**src/rtl/scsi_sel_decoder.sv**
```systemverilog
module scsi_sel_decoder #(
  parameter int ID_W     = 8,
  parameter int SETTLE_W = 4
) (
  input  logic                    clk,
  input  logic                    rst_n,
  input  logic [$clog2(ID_W)-1:0] own_id,
  input  logic [SETTLE_W-1:0]     settle_cycles,
  input  logic                    wait_start,
  input  logic [ID_W-1:0]         bus_id,
  input  logic                    bus_sel,
  input  logic                    bus_bsy,
  input  logic                    bus_atn,
  input  logic [2:0]              irq_clr,
  output logic [2:0]              irq_flags,
  output logic                    waiting,
  output logic                    connected,
  output logic [1:0]              phase_out
);
  localparam int CNT_W = $clog2(ID_W + 1);

  typedef enum logic [1:0] {ST_IDLE, ST_WAIT, ST_SETTLE} state_t;

  state_t              st;
  logic [SETTLE_W-1:0] cnt;
  logic [CNT_W-1:0]    n_ids;
  logic                hit, decide, one_id, two_id, many_id;
  logic [2:0]          set_v;

  always_comb begin
    n_ids = '0;
    for (int i = 0; i < ID_W; i++) n_ids = n_ids + CNT_W'(bus_id[i]);
  end

  assign hit     = bus_sel & ~bus_bsy & bus_id[own_id];
  assign decide  = (st == ST_SETTLE) && hit && (cnt == '0);
  assign one_id  = (n_ids == CNT_W'(1));
  assign two_id  = (n_ids == CNT_W'(2));
  assign many_id = (n_ids >= CNT_W'(3));

  assign set_v[0] = decide & (one_id | two_id);
  assign set_v[1] = decide & (one_id | many_id);
  assign set_v[2] = decide & one_id & ~bus_atn;

  assign waiting = (st != ST_IDLE);

  always_ff @(posedge clk or negedge rst_n) begin
    if (!rst_n) begin
      st  <= ST_IDLE;
      cnt <= '0;
    end else if (wait_start) begin
      st  <= ST_WAIT;
      cnt <= '0;
    end else begin
      case (st)
        ST_WAIT: if (hit) begin
          st  <= ST_SETTLE;
          cnt <= settle_cycles;
        end
        ST_SETTLE: begin
          if (!hit)             st <= ST_WAIT;
          else if (cnt == '0)   st <= ST_IDLE;
          else                  cnt <= cnt - 1'b1;
        end
        default: ;
      endcase
    end
  end

  always_ff @(posedge clk or negedge rst_n) begin
    if (!rst_n) irq_flags <= '0;
    else        irq_flags <= (irq_flags & ~irq_clr) | set_v;
  end

  always_ff @(posedge clk or negedge rst_n) begin
    if (!rst_n) begin
      connected <= 1'b0;
      phase_out <= 2'd0;
    end else if (wait_start) begin
      connected <= 1'b0;
      phase_out <= 2'd0;
    end else if (decide) begin
      connected <= one_id | two_id;
      if (two_id) phase_out <= bus_atn ? 2'd1 : 2'd2;
    end
  end
endmodule

```
**config.mk**
```make
export PLATFORM = sky130hd
export DESIGN_NAME = scsi_sel_decoder
export DESIGN_NICKNAME = d
export VERILOG_FILES = /design/src/rtl/scsi_sel_decoder.sv
export SDC_FILE = /design/constraint.sdc
export NUM_CORES = 1
export LEC_CHECK = 0
export BUFFER_PORTS_ARGS = -buffer_cell sky130_fd_sc_hd__buf_2
export CAP_MARGIN = 5
export CORE_UTILIZATION = 54
export DETAILED_ROUTE_END_ITERATION = 7
export PLACE_DENSITY_LB_ADDON = 0.2
export REMOVE_ABC_BUFFERS = 1
export SLEW_MARGIN = 20
export SYNTH_ARGS = -nofsm -noshare
export SYNTH_HDL_FRONTEND = slang
export SYNTH_SLANG_ARGS = --single-unit
```
**constraint.sdc**
```tcl
create_clock -name clk -period 3.5 [get_ports clk]
set_input_delay 0 -clock clk [delete_from_list [all_inputs] [get_ports clk]]
set_output_delay 0 -clock clk [all_outputs]
set_load 0.03 [all_outputs]
```
======== Word-level counts from Yosys, hierarchy flattened ========
Index checks and enable logic that the tools add are counted.
operators by class
  equal/unequal tests ..................... 8
  div/mod/pow operators ................... 0
  $mul .................................... 0
  order comparisons ....................... 2
  reduce and logical (&&, ||, !) cells .... 10
  shift operators ......................... 0
  bitwise gates (word level) .............. 13
  mux-type cells .......................... 18
  $add $sub $neg .......................... 8
operators by type and width
  cell                                                                                  number
  4-bit by 1-bit adder with 4-bit output                                                4
  2-bit two-way mux                                                                     8
  4-bit two-way mux                                                                     4
  3-bit != test (second input constant)                                                 3
  4-bit one-hot mux with 2 select lines                                                 1
  1-bit bitwise AND                                                                     6
  2-bit nonzero test                                                                    3
  3-bit by 1-bit adder with 4-bit output                                                1
  4-bit by 1-bit == test with 1-bit output (second input constant)                      1
  4-bit by 2-bit == test with 1-bit output (second input constant)                      1
  4-bit by 2-bit greater-or-equal comparator with 1-bit output (second input constant)  1
  4-bit logical NOT                                                                     1
  3-bit by 4-bit less-than comparator with 1-bit output (second input constant)         1
  4-bit by 3-bit != test with 1-bit output (second input constant)                      1
  2-bit one-hot mux with 2 select lines                                                 1
  4-bit AND reduction                                                                   1
  4-bit by 1-bit subtractor with 4-bit output (second input constant)                   1
  2-bit by 1-bit adder with 3-bit output                                                1
  3-bit bitwise AND                                                                     1
  1-bit binary-select mux with 3-bit select                                             1
  1-bit two-way mux                                                                     3
  3-bit NOT                                                                             1
  3-bit bitwise OR                                                                      1
  3-bit AND reduction                                                                   1
  8 further kinds                                                                       11
storage, ports and cells
  bits in read-only memories .............. 0
  logic and storage cells ................. 64
  flip-flop bits (word level) ............. 12
  memories ................................ 0
  RAM bits ................................ 0
  bits in latches ......................... 0
  output and inout port bits .............. 7

======== Longest topological paths before layout ========
  depth in word-level cells ............... 11
  gate-level depth with buffers ........... 11
  gate-level depth less buffers ........... 11

======== Least setup slack after synthesis ========
Ideal clock, no wire load.
  kind .................................... input -> register
  start point ............................. input port bus_id[0]
  end point ............................... register phase_out[1]
  library setup time ...................... 0.127 ns
  stages .................................. 10
  arrival ................................. 2.994 ns
  setup slack ............................. 0.378 ns
  required time ........................... 3.373 ns
  buffers on the path ..................... 0
  cells stage by stage .................... inv_1 > fa_1 > fa_1 > fa_1 > inv_1 > ha_1 > fa_1 > nand4b_1 > nor4_1 > mux2_1
on the way
  longest elaborated chain between the ends .. 10
  elaborated cells between the ends (all ways) .. 16
ends and longest elaborated chain
  what                                                  line  text
  start, declared                                       10    input logic [ID_W-1:0] bus_id,
  1-bit by 1-bit adder with 2-bit output                32    for (int i = 0; i < ID_W; i++) n_ids = n_ids + CNT_W'(bus_id[i]);
  2-bit by 1-bit adder with 3-bit output                32
  3-bit by 1-bit adder with 4-bit output                32
  4-bit by 1-bit adder with 4-bit output (4 in series)  32
  4-bit by 2-bit == test with 1-bit output              38    assign two_id = (n_ids == CNT_W'(2));
  2-bit nonzero test (no line)                          --
  2-bit AND reduction (no line) (*)                     --
  end signal, assigned                                  84    if (two_id) phase_out <= bus_atn ? 2'd1 : 2'd2;
  end, declared                                         18    output logic [1:0] phase_out
Mark *: on every way between the ends. The rest lies on a longest branch, timed or not. The select of a mux whose other input is x is not followed.
A chain may end at the register's enable or synchronous reset.

======== Final worst setup path ========
Ends and elaborated chain as after synthesis.

==> results.sh <==
export IMPL_stdcell_area_sq_mm=0.00120
export IMPL_final_hold_worst_slack_ns=0.0120
export IMPL_port_buffers=30
export IMPL_antennaDiodeCount=0
export IMPL_worst_ep_required_time_ns=3.64
export IMPL_power_leakage_nw=0.589
export IMPL_cap_viol_max_count=0
export IMPL_maximum_number_of_pins_on_one_net_before_global_route_repair=14
export IMPL_core_sq_mm=0.00171
export IMPL_power_dens_cells_mw_per_mm2=311
export IMPL_cp_num_buf_inv=3
export IMPL_clock_latency_ns=0.26
export IMPL_p_int_mw=0.249
export IMPL_path_delay_family="adder cells"
export IMPL_timing_setup_critical_path_class="in2reg"
export IMPL_p_sw_mw=0.126
export IMPL_routedWlPerCell_um=12.8
export IMPL_area_growth_synth_to_final_pct=22.5
export IMPL_first_iter_violations=35
export IMPL_cts_setup_buffers=0
export IMPL_synth_top_area_share=0.306
export IMPL_drt_antenna_violating_nets=0
export IMPL_first_global_vias=890
export IMPL_cts_max_level=1
export IMPL_die_area_sq_mm=0.00199
export IMPL_dominant_synthesized_flop_cell="dfrtp_1"
export IMPL_yosys_warnings=0
export IMPL_chipWidth_um=44.7
export IMPL_crit_path_max_fanout=3
export IMPL_design_power_total_mw=0.374
export IMPL_drive_gt1_frac=0.262
export IMPL_netlist_instances=112
export IMPL_power_frac_seq=0.397
export IMPL_drt_drc_violations_left=0
export IMPL_grt_first_pass_wirelength_mm=3.71
export IMPL_max_vdd_ir_drop_mv=0.186
export IMPL_clkSinkCount=12
export IMPL_yosys_top_cells_area="dfrtp_1, fa_1, inv_1"
export IMPL_rows=15
export IMPL_routed_wl_mm=2.18
export IMPL_synth_area_sq_um=982
export IMPL_synth_top_cells_by_count="inv_1, dfrtp_1, nor2_1"
export IMPL_clock_tree_root_cell="clkbuf_4"
export IMPL_setup_viols_final=0
export IMPL_min_period_ns=3.07
export IMPL_setup_repair_after_global_routing_missed_its_margin="false"
export IMPL_worst_pin_slew_ns=0.869
export IMPL_cts_made_buffers=3
export IMPL_layout_nets=179
export IMPL_cp_data_arrival_time_ns=3.22
export IMPL_ctsHoldBuffers=4
export IMPL_cts_resized_gates=0
export IMPL_sequential_cell_area_fraction_in_the_yosys_report=0.306
export IMPL_antenna_found_initial=0
export IMPL_max_clock_freq_ghz=0.325
export IMPL_hpwlAfterDp_mm=1.69
export IMPL_timing_critical_path_slowest_cell_delay_ns=0.55
export IMPL_global_route_overflow_total=0
export IMPL_vias_per_cell=5.49
export IMPL_power_share_combinational=0.388
export IMPL_setup_worst_path_start_class="primary input"
export IMPL_clock_skew_final_ns=0.00521
export IMPL_floorplan_io_pins=31
export IMPL_post_dp_cell_area_sq_mm=0.00114
export IMPL_end_kind="flip-flop"
export IMPL_gp_routability_congestion=0.842
export IMPL_syn_area_per_cell_sq_um=8.77
export IMPL_detailroute_via_count=934
export IMPL_initial_utilization=0.575
export IMPL_first_pass_iters=6
export IMPL_setup_tns_ns=0
export IMPL_globalRouteTotalUtil=0.253
export IMPL_critPathSlowestCell="fa_1"
export IMPL_cpMostUsedCell="fa_1"
export IMPL_outcome="finished, final reports clean"
export IMPL_tritoncts="done"
export IMPL_clk_transition_reported_paths_ns=0.07
export IMPL_synth_seq_cells=12
export IMPL_slew_viol_final=0
export IMPL_clock_power_share=0.216
export IMPL_synth_enable_flop_cells=0
export IMPL_post_route_clock_period_utilization=0.878
export IMPL_synthDominantAreaCellType="dfrtp_1"
export IMPL_timing_final_hold_violations=0
export IMPL_cp_cell_sequence="buf_2, inv_1, fa_1, fa_1, fa_1, inv_1, ha_1, fa_1, nand4b_1, nor4_1, mux2_1"
export IMPL_timing_max_slew_rel_slack=0.421
export IMPL_synthMostInstantiatedCell="inv_1"
export IMPL_finalCoreUtilization=0.705
export IMPL_clock_path_buffers=2
export IMPL_synth_cell_types=37
export IMPL_hold_path_class="in2reg"
export IMPL_p_sw_frac=0.336
export IMPL_dieHeight_um=44.7
export IMPL_async_reset_ff_frac=1.00
[registers in the layout, indices dropped and copies added (netlist names)]
name       cells
cnt            4
phase_out      2
irq_flags      3
st             2
connected      1
[power groups by stage]
stage,sequential (mW),combinational [mW],clock [mW]
finish,0.148,0.145,0.0807
global route,0.149,0.169,0.0889
CTS,0.148,0.145,0.0830
detailed placement,0.151,0.141,0
global placement,0.151,0.139,0
floorplan,0.150,0.103,0
[final cells by class]
class                   instances  area (sq um)
well taps                      25          31.3
inverters                      17          63.8
repair buffers                 34           190
fillers                       142           504
multi-input cells              79           596
flip-flops and latches         12           300
clock buffers                   3          22.5
[metal layers]
layer  up-vias  share of wire  track usage
li1        463              -            -
met1       432           0.45        0.338
met2        39           0.50        0.415
met3         0          0.056       0.0694
met4         0              0       0.0424
met5         -              0            0
[kinds of logic (layout without fill, tap and decap cells)]
logic type | Yosys count | after routing | share of synthesized area
compound gates | 26 | 26 | 0.183
xor+xnor | 1 | 1 | 0.00892
fa+ha+maj | 8 | 8 | 0.132
buf+inv | 21 | 54 | 0.0879
flops | 12 | 12 | 0.306
mux | 6 | 6 | 0.0650
simple gates | 38 | 38 | 0.217
[worst paths after layout]
check	start	to	slack, ns	cells after the start
worst max register to register	st[1]$_DFFE_PN0P_	cnt[0]$_DFFE_PN0P_	1.44	4
max in group asynchronous	rst_n	irq_flags[0]$_DFF_PN0_	3.14	2
worst min-delay path	wait_start	cnt[2]$_DFFE_PN0P_	0.01	2
worst min register to register	irq_flags[1]$_DFF_PN0_	irq_flags[1]$_DFF_PN0_	0.51	2
worst max-delay path	bus_id[0]	phase_out[1]$_DFFE_PN0P_	0.43	11
min in group asynchronous	rst_n	connected$_DFFE_PN0P_	0.14	2
[layout by cell type (no fill, tap or decap), types with 4 or more instances in the layout]
| cell type | netlist | layout |
|---|---|---|
| buf_2 | 0 | 30 |
| inv_1 | 17 | 17 |
| dfrtp_1 | 12 | 12 |
| nor2_1 | 10 | 10 |
| a21oi_1 | 7 | 7 |
| nand2_1 | 6 | 6 |
| nand2b_1 | 5 | 5 |
| o311ai_0 | 4 | 4 |
| fa_1 | 4 | 4 |
| ha_1 | 4 | 4 |
| dlygate4sd3_1 | 0 | 4 |
[stage by stage]
stage          setup WS, ns  cells
3_5_place_dp          0.152    163
6_report              0.427    170
2_1_floorplan         0.376    108
4_1_cts               0.430    170
5_1_grt               0.286    170
3_3_place_gp          0.203    163
(Power assumes the default switching activity.)
